[config.mk]
export PLATFORM = sky130hd
export DESIGN_NAME = alu_core
export DESIGN_NICKNAME = d
export VERILOG_FILES = /design/src/rtl/alu_pkg.sv /design/src/rtl/alu_addsub.sv /design/src/rtl/alu_bitwise.sv /design/src/rtl/alu_less.sv /design/src/rtl/alu_core.sv
export SDC_FILE = /design/constraint.sdc
export NUM_CORES = 1
export LEC_CHECK = 0
export BUFFER_PORTS_ARGS = -buffer_cell sky130_fd_sc_hd__buf_2
export CAP_MARGIN = 10
export CORE_ASPECT_RATIO = 1.5
export CORE_MARGIN = 2
export CORE_UTILIZATION = 57
export DETAILED_ROUTE_END_ITERATION = 10
export GPL_ROUTABILITY_DRIVEN = 0
export PLACE_DENSITY = 0.87
export SLEW_MARGIN = 20
export SYNTH_ARGS = -nofsm -noshare
export SYNTH_HDL_FRONTEND = slang
export SYNTH_SLANG_ARGS = --single-unit
[constraint.sdc]
create_clock -name vclk -period 6.1
set_input_delay 0.305 -clock vclk [all_inputs]
set_output_delay 0.305 -clock vclk [all_outputs]
set_load 0.005 [all_outputs]
[src/rtl/alu_pkg.sv]
package alu_pkg;

   localparam int unsigned ALU_W = 32;

   typedef enum logic [1:0] {
      SEL_SHIFT = 2'b00,
      SEL_SLT   = 2'b01,
      SEL_ARITH = 2'b10,
      SEL_LOGIC = 2'b11
   } unit_sel_e;

   typedef enum logic [1:0] {
      BIT_AND = 2'b00,
      BIT_OR  = 2'b01,
      BIT_NOR = 2'b10,
      BIT_XOR = 2'b11
   } bit_fn_e;

endpackage

[src/rtl/alu_addsub.sv]
module alu_addsub #(
   parameter int unsigned W          = 32,
   parameter bit          RIPPLE_ADD = 1'b0
) (
   input  logic [W-1:0] in_a,
   input  logic [W-1:0] in_b,
   input  logic         do_sub,
   output logic [W-1:0] sum,
   output logic         sovf
);

   logic [W-1:0] b_eff;

   always_comb b_eff = do_sub ? ~in_b : in_b;

   generate
      if (W < 2) begin : g_bad_width
         $error("alu_addsub needs at least two bits");
      end

      if (RIPPLE_ADD) begin : g_ripple
         logic [W:0] cy;
         assign cy[0] = do_sub;
         for (genvar i = 0; i < W; i++) begin : g_bit
            assign sum[i]  = in_a[i] ^ b_eff[i] ^ cy[i];
            assign cy[i+1] = (in_a[i] & b_eff[i]) | (cy[i] & (in_a[i] ^ b_eff[i]));
         end
         assign sovf = cy[W] ^ cy[W-1];
      end else begin : g_behav
         assign sum  = in_a + b_eff + {{(W-1){1'b0}}, do_sub};
         assign sovf = (in_a[W-1] == b_eff[W-1]) && (sum[W-1] != in_a[W-1]);
      end
   endgenerate

   always_comb begin

      ovf_sign_chk: assert (!sovf || (sum[W-1] != in_a[W-1]));

      sub_self_chk: assert (!(do_sub && in_a == in_b) || sum == '0);
   end

endmodule

[src/rtl/alu_bitwise.sv]
module alu_bitwise
   import alu_pkg::*;
#(
   parameter int unsigned W = 32
) (
   input  logic [W-1:0] in_a,
   input  logic [W-1:0] in_b,
   input  bit_fn_e      fn,
   output logic [W-1:0] res
);

   always_comb begin
      unique case (fn)
         BIT_AND: res = in_a & in_b;
         BIT_OR:  res = in_a | in_b;
         BIT_NOR: res = ~(in_a | in_b);
         BIT_XOR: res = in_a ^ in_b;
         default: res = '0;
      endcase
   end

   always_comb begin

      nor_disjoint_chk: assert (fn != BIT_NOR || (res & (in_a | in_b)) == '0);
   end

endmodule

[src/rtl/alu_less.sv]
module alu_less #(
   parameter int unsigned W = 32
) (
   input  logic         diff_sign,
   input  logic         diff_ovf,
   output logic [W-1:0] res
);

   logic lt;

   always_comb lt  = diff_sign ^ diff_ovf;
   always_comb res = {{(W-1){1'b0}}, lt};

   always_comb begin

      slt_upper_zero_chk: assert (res[W-1:1] == '0);
   end

endmodule

[src/rtl/alu_core.sv]
module alu_core
   import alu_pkg::*;
#(
   parameter int unsigned W          = ALU_W,
   parameter bit          RIPPLE_ADD = 1'b0
) (
   input  logic [W-1:0] opnd_a,
   input  logic [W-1:0] opnd_b,
   input  logic [3:0]   op_code,
   input  logic [W-1:0] shift_in,
   output logic [W-1:0] result,
   output logic         zero,
   output logic         ovf
);

   unit_sel_e    usel;
   logic         sub_en;
   logic [W-1:0] add_res;
   logic [W-1:0] bit_res;
   logic [W-1:0] lt_res;
   logic         add_ovf;

   always_comb usel   = unit_sel_e'(op_code[3:2]);
   always_comb sub_en = (usel == SEL_SLT) || ((usel == SEL_ARITH) && op_code[0]);

   alu_addsub #(.W(W), .RIPPLE_ADD(RIPPLE_ADD)) u_add (
      .in_a   (opnd_a),
      .in_b   (opnd_b),
      .do_sub (sub_en),
      .sum    (add_res),
      .sovf   (add_ovf)
   );

   alu_bitwise #(.W(W)) u_bit (
      .in_a (opnd_a),
      .in_b (opnd_b),
      .fn   (bit_fn_e'(op_code[1:0])),
      .res  (bit_res)
   );

   alu_less #(.W(W)) u_lt (
      .diff_sign (add_res[W-1]),
      .diff_ovf  (add_ovf),
      .res       (lt_res)
   );

   always_comb begin
      unique case (usel)
         SEL_SHIFT: result = shift_in;
         SEL_SLT:   result = lt_res;
         SEL_ARITH: result = add_res;
         SEL_LOGIC: result = bit_res;
         default:   result = '0;
      endcase
   end

   always_comb zero = (result == '0);
   always_comb ovf  = add_ovf;

   always_comb begin

      shift_pass_chk: assert (usel != SEL_SHIFT || result == shift_in);

      eq_zero_chk: assert (!(usel == SEL_ARITH && op_code[0] && opnd_a == opnd_b) || zero);

      slt_equal_chk: assert (!(usel == SEL_SLT && opnd_a == opnd_b) || zero);
   end

endmodule

==> Yosys cells after proc, flatten, opt, wreduce, memory -nomap -nowiden <==
Cells that the tools add are included.
W data, S select, Z words.
{ "word_totals": {"reg_bits": 0, "output_inout_bits": 34, "wordCells": 25} }
{ "classes": {"addsub": 2, "n_eq_ne": 8, "mux": 3, "bitwise": 6, "reduce_logical": 6} }
{ "ops": {"columns": ["operator", "n"], "rows": [
  ["$pmux W32 S4", 2],
  ["$not A32 Y32", 2],
  ["$add A32 B1 Y32", 1],
  ["$add A32 B32 Y32", 1],
  ["$and A32 B32 Y32", 1],
  ["$logic_not A32 Y1", 1],
  ["$mux W32", 1],
  ["$or A32 B32 Y32", 1],
  ["$xor A32 B32 Y32", 1],
  ["$eq A2 B2 Y1 const B", 4],
  ["$eq A2 B1 Y1 const B", 2],
  ["$logic_not A2 Y1", 2],
  ["$logic_and A1 B1 Y1", 2],
  ["$eq A1 B1 Y1", 1],
  ["$logic_or A1 B1 Y1", 1],
  ["$ne A1 B1 Y1", 1],
  ["$xor A1 B1 Y1", 1]
]} }

==> Longest topological paths before layout <==
Gate-level depths: netlist (run 1).
{ "logic_depth": {"depth_word": 11, "mapped_depth": 19} }

==> Cells and area by module <==
From an unflattened synthesis (run 1), not the netlist that was laid out.
{ "unflattened": {"cells_unflattened": 692, "hier_area_um2": 5417.7} }
{ "modules_own_cells": {"columns": ["module", "instances", "cells_per_inst", "area_per_inst_um2", "seq_area_each_um2"], "rows": [
  ["alu_bitwise", 1, 306, 2208.4, 0.0],
  ["alu_addsub", 1, 299, 2090.8, 0.0],
  ["alu_core", 1, 53, 865.8, 0.0],
  ["alu_less", 1, 34, 252.7, 0.0]
]} }

==> Least setup slack after synthesis (run 1) <==
OpenSTA, ideal clock, no wires.
{ "synth_timing": {"path_kind": "input-to-output", "startpoint": "in op_code[3]", "endpoint": "out zero", "arrival_ns": 4.382, "required_ns": 5.795, "path_slack_ns": 1.413, "cell_stages": 19, "path_buffers": 3, "cell_sequence": "buf_4 -> and3b_1 -> or2_2 -> clkbuf_1 -> clkbuf_1 -> xnor2_1 -> inv_1 -> fa_1 -> nand2b_1 -> a21oi_1 -> o211a_1 -> o41ai_2 -> o31a_1 -> o31a_1 -> o21ai_1 -> xnor2_1 -> o21ai_1 -> or4_1 -> nor3_2"} }
{ "synth_between": {"word_cells_on_any_way": 15, "classes_between": "2 x add/sub; 5 x eq/ne; 2 x mux; 1 x bitwise; 5 x reduce/logical"} }
{ "synth_rtl": {"columns": ["item", "line_no", "text"], "rows": [
  ["start, declared", "alu_core.sv:9", "input logic [3:0] op_code,"],
  ["$eq A2 B2 Y1", "alu_core.sv:24, alu_core.sv:48", null],
  ["$logic_and A1 B1 Y1", "alu_core.sv:24", "always_comb sub_en = (usel == SEL_SLT) || ((usel == SEL_ARITH) && op_code[0]);"],
  ["$logic_or A1 B1 Y1", "alu_core.sv:24", null],
  ["$mux W32", "alu_addsub.sv:14", "always_comb b_eff = do_sub ? ~in_b : in_b;"],
  ["$add A32 B32 Y32", "alu_addsub.sv:30", "assign sum = in_a + b_eff + {{(W-1){1'b0}}, do_sub};"],
  ["$add A32 B1 Y32", "alu_addsub.sv:30", null],
  ["$pmux W32 S4 (*)", "alu_core.sv:48", "unique case (usel)"],
  ["net result[28]", "alu_core.sv:11", "output logic [W-1:0] result,"],
  ["$logic_not A32 Y1 (*)", "alu_core.sv:57", "always_comb zero = (result == '0);"],
  ["end, declared", "alu_core.sv:12", "output logic zero,"]
]} }
Mark *: on every way through the listed nets, which the timed path passes. The rest lies on a longest branch.

==> Worst setup path in the final report (run 1) <==
{ "layout_timing": {"startpoint": "in op_code[2]", "endpoint": "out zero"} }
{ "layout_between": {"elab_chain_cells": 11, "word_cells_on_any_way": 15, "classes_between": "2 x add/sub; 5 x eq/ne; 2 x mux; 1 x bitwise; 5 x reduce/logical"} }
{ "layout_lines": {"columns": ["item", "line_no", "text"], "rows": [
  ["$eq A2 B2 Y1", "alu_core.sv:24, alu_core.sv:48", null],
  ["$logic_and A1 B1 Y1", "alu_core.sv:24", null],
  ["$logic_or A1 B1 Y1", "alu_core.sv:24", null],
  ["$mux W32", "alu_addsub.sv:14", null],
  ["$add A32 B32 Y32", "alu_addsub.sv:30", null],
  ["$add A32 B1 Y32", "alu_addsub.sv:30", null],
  ["$ne A1 B1 Y1", "alu_addsub.sv:31", "assign sovf = (in_a[W-1] == b_eff[W-1]) && (sum[W-1] != in_a[W-1]);"],
  ["$logic_and A1 B1 Y1", "alu_addsub.sv:31", null],
  ["$xor A1 B1 Y1", "alu_less.sv:11", "always_comb lt = diff_sign ^ diff_ovf;"],
  ["$pmux W32 S4 (*)", "alu_core.sv:48", null],
  ["$logic_not A32 Y1 (*)", "alu_core.sv:57", null]
]} }
Every way passes the cells marked *; elsewhere a longest branch is shown, timed or not.

==> results list, run 1 <==
* Number of diodes added for antenna fixing: 0
- The worst setup path is captured at an output pin.
- Across every metal layer, demand over resource in global routing totals 0.3398.
- Worst Hold Path Cells: 4
- The worst hold path belongs to the class in -> out.
* Wirelength, routed: 16400 um
* Die extent in y: 118.8 um
- Core Region: 8464 um^2
- The number of nets handed over by synthesis was 938.
- Setup repair after global routing left no endpoint under its margin.
* WL/cell: 17.51 um
* Logic depth of the worst setup path including buffers: 17
* Ratio of final minimum period to clock period: 0.8753
- Horiz. Die Dim: 80.56 um
- The first global-routing pass estimated 26780 um of wire.
* Total of clock buffers placed in the layout: 0
- The slowest stage of the critical path belongs to the cell sky130_fd_sc_hd__or4_1.
- Final setup violation count: 0
- The final layout contains 1030 nets.
* Most frequent cells in the layout: 134 x sky130_fd_sc_hd__buf_2, 97 x sky130_fd_sc_hd__ha_1, 82 x sky130_fd_sc_hd__inv_1
* Post-CTS Hold Buffers: 0
- The finished cells cover 5643 um^2.
- Summed over all nets, the half-perimeter wirelength after detailed placement is 13020 um.
- In this run, the number of DRC markers left after iteration 0 of detailed routing was 542.
- Critical Path Fanout Max: 24
* Critical path buffer and inverter count: 3
- Leakage power total: 2.909 nW
- Pin placement for this block handled 134 I/O pins.
* Minimum setup slack in the final design: 760.8 ps
- Resized cells post-CTS: 0
* Total DRC errors in the routed layout: 0
* Number of cells produced by synthesis: 740
- Run status: finished clean
* Worst Setup Path Type: in -> out
- After synthesis the cells add up to 5011 um^2.
- The smallest clock period supported by the final layout is computed as 5339 ps.
- Synth-to-Final Area Change: 12.61%
- Fill cells: 769
- Largest vdd supply drop: 0.06297 mV
* Antenna Violating Nets Remaining: 0
- The first detailed-routing pass ran for 8 iterations.
- Walking the worst path, the cells encountered are buf_2 > and3b_1 > or2_2 > buf_4 > xnor2_1 > ha_1 > nand4_1 > or2_2 > a211oi_2 > o21ai_1 > a21oi_1 > nor2_1 > a31oi_1 > o21ai_0 > or4_1 > nor3_2 > buf_2.
- Broken down by cell family, the worst path's largest delay share belongs to simple AND/OR/NAND/NOR gates.
- Total gr overflow: 0
- Library cells used by synthesis: 63
- End-of-flow core utilization: 0.6667
* Required time of the critical path: 5790 ps
- Sequential cell area: 0 um^2
- After clock tree synthesis, the setup repair step added 0 buffers.
- Port-buffer cells: 134
- Sequential element share of the synthesized area: 0
* Count of flip-flops and latches: 0
- The worst setup path is launched from a primary input.
- Startpoint of the worst setup timing path: op_code[2]
- Maximum clock rate: 187.3 MHz
- Post-DR vias/cell: 6.401
* Placed cell areas: 5643 um^2
- Summing all multi-input logic gate instances after layout gives 4501 um^2.
* Max Cap Viol: 0
- For this run, the slowest stage of the critical path takes 500 ps.
* Worst slack after detailed placement: 852.1 ps
- The initial utilization of the core area, before any placement, comes to 0.5920.
* Via count: 5998
- Worst endpoint data arrival time: 5030 ps
- Standard-cell row count: 41
- The tightest hold path in the finished design has a slack of 968.8 ps.
- The die covers 9573 um^2.
- The worst pin sits at a relative slew slack of 0.2537.
- The number of hold violations in the final report is 0.
* Summed negative setup slack over all endpoints: 0 ps
- A synthesized cell averages 6.772 um^2.
* Worst setup path endpoint: zero
- For this run, the number of Yosys warnings is 0.
* Antenna violations before repair: 0
* Slew at the pin with the worst max-slew slack: 1117 ps
* Max-slew violation count: 0
- Power spread over the standard cell area amounts to 122.4 nW/um^2.
* Most frequent standard cell in the layout excluding fill and tap cells: sky130_fd_sc_hd__buf_2
- In the final layout, the share of cells above drive strength 1 is 0.2096.
* Vias in the first global route: 6084
- Maximum number of pins on one net before global-route repair: 91
==> worst min-delay path by stage <==
stage / slack [ps] / from / end
floorplan: 720 / opnd_a[31] / ovf
global placement: 960 / shift_in[8] / result[8]
detailed placement: 950 / shift_in[8] / result[8]
CTS: 950 / shift_in[8] / result[8]
global route: 1010 / shift_in[8] / result[8]
finish: 970 / shift_in[30] / result[30]
==> metal layers <==
metal / track usage / share of wire / vias up
met2: 0.6130 / 0.50 / 372
li1: - / - / 2794
met5: 0 / 0 / -
met3: 0.03712 / 0.082 / 119
met4: 0.2087 / 0.071 / 0
met1: 0.3659 / 0.35 / 2713
==> per-stage QoR <==
step	total power [W]	std cells
final	0.0006908	937
after global routing	0.0007555	937
after CTS	0.0006709	937
after detailed placement	0.0006660	937
after global placement	0.0006423	937
after floorplan	0.0004687	740
==> logic make-up after synthesis <==
logic type      count (synthesis)  synth area share
buf+inv                       130            0.1019
simple gates                  201            0.1965
mux                            47            0.1004
fa+ha+maj                      98            0.2462
compound gates                217            0.2729
xor+xnor                       47           0.08215
==> worst min-delay path: stages <==
cell and delay (ps):
sky130_fd_sc_hd__buf_2 80, sky130_fd_sc_hd__a222oi_1 100, sky130_fd_sc_hd__inv_1 70, sky130_fd_sc_hd__buf_2 100
==> power by group <==
part | switching, W | internal [W]
logic | 0.000405 | 0.000286
clock network | 0 | 0
registers | 0 | 0
total | 0.000405 | 0.000286
==> cells in the mapped netlist, types with 4 or more instances <==
cell / n / share of area
sky130_fd_sc_hd__ha_1: 97 / 0.24
sky130_fd_sc_hd__a211o_1: 5 / 0.0087
sky130_fd_sc_hd__nand4_1: 10 / 0.012
sky130_fd_sc_hd__or2_2: 4 / 0.0050
sky130_fd_sc_hd__a21o_1: 12 / 0.018
sky130_fd_sc_hd__a21oi_1: 49 / 0.049
sky130_fd_sc_hd__nand3_1: 20 / 0.020
sky130_fd_sc_hd__o21bai_1: 4 / 0.0060
sky130_fd_sc_hd__nor2b_1: 12 / 0.015
sky130_fd_sc_hd__nor4_1: 5 / 0.0062
sky130_fd_sc_hd__o21ai_0: 63 / 0.063
sky130_fd_sc_hd__buf_2: 9 / 0.0090
sky130_fd_sc_hd__mux2i_1: 21 / 0.042
sky130_fd_sc_hd__or3_1: 6 / 0.0075
sky130_fd_sc_hd__clkbuf_1: 32 / 0.024
sky130_fd_sc_hd__nor2_1: 32 / 0.024
sky130_fd_sc_hd__nor3_1: 9 / 0.0090
sky130_fd_sc_hd__inv_1: 82 / 0.061
sky130_fd_sc_hd__a31oi_1: 8 / 0.010
sky130_fd_sc_hd__nand2_1: 74 / 0.055
sky130_fd_sc_hd__mux2_2: 26 / 0.058
sky130_fd_sc_hd__o22ai_1: 6 / 0.0075
sky130_fd_sc_hd__xor2_1: 4 / 0.0070
sky130_fd_sc_hd__o21ai_1: 6 / 0.0060
sky130_fd_sc_hd__buf_1: 5 / 0.0037
sky130_fd_sc_hd__a22oi_1: 13 / 0.019
sky130_fd_sc_hd__a211oi_1: 13 / 0.019
sky130_fd_sc_hd__and3_1: 6 / 0.0075
sky130_fd_sc_hd__nand2b_1: 6 / 0.0075
sky130_fd_sc_hd__xnor2_1: 43 / 0.075
sky130_fd_sc_hd__o211ai_1: 8 / 0.012
sky130_fd_sc_hd__o21a_1: 5 / 0.0075
sky130_fd_sc_hd__and2_1: 5 / 0.0062
==> area by class of cell <==
type / count / area share
Tap cell: 107 / 0.02372
Inverter: 82 / 0.05455
Timing Repair Buffer: 138 / 0.1242
Multi-Input combinational cell: 610 / 0.7976
No activity file was read; power rests on OpenSTA's default activity.
==> run 2, diff against run 1 <==
- CORE_UTILIZATION: 57 -> 51
- PLACE_DENSITY: 0.87 -> 0.82
- clock period: 6.1 -> 4.7 ns (I/O delays scaled with it)
==> run 2 against run 1 <==
Global-route usage fell by 6.2 points. Critical path depth rose by 1. Final area rose by 3.1%. Sequential share of layout area did not move. Utilization fell by 6.3 points. Die area rose by 11%. Cell count rose by 2.8%. Worst hold slack got worse by 130 ps. Combinational power rose by 31%. Worst setup slack got worse by 560 ps. Critical path type unchanged. Critical endpoint unchanged. Largest cell class unchanged. Largest power group unchanged.
==> results list, run 2 (synthesis results as in run 1) <==
- Post-DR vias/cell: 6.067
- For this run the aggregate overflow at the end of global routing stands at 0.
- Pre-Repair DR Iteration Count: 6
- GRT Total Usage: 0.2781
- Count of pins on the block boundary: 134
- Of the available clock period, the critical path in the final layout requires 0.9567.
- Leakage power total: 3.002 nW
- Worst hold-check slack: 837.7 ps
* CP endpoint kind: output pin
- Of the total power, the share spent switching nets is 0.5665.
- HPWL reported at the end of detailed placement: 12400 um
* Summed negative setup slack over all endpoints: 0 ps
- The die is 125.4 um tall.
- The initial utilization of the core area, before any placement, comes to 0.5201.
- Maximum clock rate: 222.4 MHz
- Max Cap Viol: 0
- Endpoints failing hold: 0
- Internal power: 0.0003919 W
- In the layout the commonest cells are 134 x sky130_fd_sc_hd__buf_2, 97 x sky130_fd_sc_hd__ha_1, 82 x sky130_fd_sc_hd__inv_1.
- Wirelength, routed: 15240 um
- The final layout contains 1048 nets.
- Wire length of the first global-routing pass: 25290 um
- Number of diodes added for antenna fixing: 0
- The routed layout has 5843 vias.
* Clock network power share: 0
* Standard-cell row count: 44
* Count of flip-flops and latches: 0
* RSZ-0062 raised after global routing: no
* Port-buffer cells: 134
- For this block, the initial DRC count from the detailed router was 328.
- WL/cell: 15.83 um
- After layout, the clock buffer instance count stands at 0.
- Data on the critical path is required at its endpoint by 4470 ps.
* Combinational power share: 1.000
- Core Region: 9634 um^2
- Final setup violation count: 0
* Fraction of power consumed by sequential logic: 0
* Area of combinational cells with multiple inputs: 4521 um^2
* Total DRC errors in the routed layout: 0
* Vias in the first global route: 5677
- Synth-to-Final Area Change: 16.15%
- Entering global routing, the biggest net connects 91 pins.
* Most frequent standard cell in the layout excluding fill and tap cells: sky130_fd_sc_hd__buf_2
- Worst-case headroom to the max-slew limit: 0.3678
- The detail route stage leaves a number of antenna-violating nets equal to 0.
- Switching power of the nets: 0.0005123 W
- Critical Path Fanout Max: 30
* Run status: finished clean
* Horiz. Die Dim: 84.94 um
* Areal power density over the cells: 155.3 nW/um^2
* Sequential cell area: 0 um^2
- Fill cells: 946
- Type of the worst min-delay path: in -> out
- Die outline area: 10650 um^2
* Largest vdd supply drop: 0.07155 mV
* Slew at the pin with the worst max-slew slack: 948.2 ps
* Antenna violations before repair: 0
- Max-slew violation count: 0
- The critical path is of the in -> out type.
- Minimum period implied by the final worst setup slack: 4496 ps
- STA classifies the critical path startpoint as a primary input.
* Share of cells above drive strength 1: 0.2311
- Worst endpoint data arrival time: 4260 ps
[run 2: final cells by class]
cell class,count,area share
Multi-Input combinational cell,610,0.7767
Timing Repair Buffer,156,0.1457
Inverter,82,0.05288
Tap cell,115,0.02472
[run 2: repair_timing]
item	4_1_cts	5_1_grt
hold buffers	0	0
gates resized for setup	0	4
setup buffers	0	0
endpoints found under the setup margin	0	1
[run 2: stage by stage]
stage                       util   power, W  std cells  instance area [um^2]  setup slack (ps)
after CTS                 0.6021  0.0008840        963                  5801             162.3
after floorplan                -  0.0006084        740                  5011             152.8
after detailed placement  0.6021  0.0008778        963                  5801             172.7
after global placement    0.6021  0.0008668        963                  5801             261.2
final                     0.6042  0.0009042        963                  5821             203.6
after global routing      0.6042  0.0009975        963                  5821             5.400
[run 2: power by group through the flow]
stage | combinational, W | sequential, W | clock [W]
floorplan | 0.000608 | 0 | 0
global placement | 0.000867 | 0 | 0
detailed placement | 0.000878 | 0 | 0
CTS | 0.000884 | 0 | 0
global route | 0.000998 | 0 | 0
finish | 0.000904 | 0 | 0
[run 2: final timing paths]
kind	slack, ps	end	start	cells past startpoint
worst max-delay path	200	zero	op_code[3]	18
worst min-delay path	840	result[28]	shift_in[28]	4
[run 2: worst max-delay path: stages]
cell and delay [ps]:
sky130_fd_sc_hd__buf_2 110, sky130_fd_sc_hd__and2b_1 180, sky130_fd_sc_hd__or2_2 330, sky130_fd_sc_hd__buf_12 210
sky130_fd_sc_hd__xnor2_1 150, sky130_fd_sc_hd__ha_1 400, sky130_fd_sc_hd__a21oi_1 180, sky130_fd_sc_hd__nand2_1 140
sky130_fd_sc_hd__o211a_1 270, sky130_fd_sc_hd__o41ai_2 340, sky130_fd_sc_hd__o21a_1 210, sky130_fd_sc_hd__xnor2_1 60
sky130_fd_sc_hd__a221o_1 340, sky130_fd_sc_hd__or3_1 400, sky130_fd_sc_hd__nor4_2 190, sky130_fd_sc_hd__nand4_1 160
sky130_fd_sc_hd__nor3_2 200, sky130_fd_sc_hd__buf_2 140
[run 2: metal layers]
layer	vias to the layer above	global-route usage	share of wire
met5	-	0	0
met4	0	0.1270	0.055
met3	67	0.02046	0.066
met2	268	0.5220	0.51
met1	2673	0.3115	0.37
li1	2835	-	-
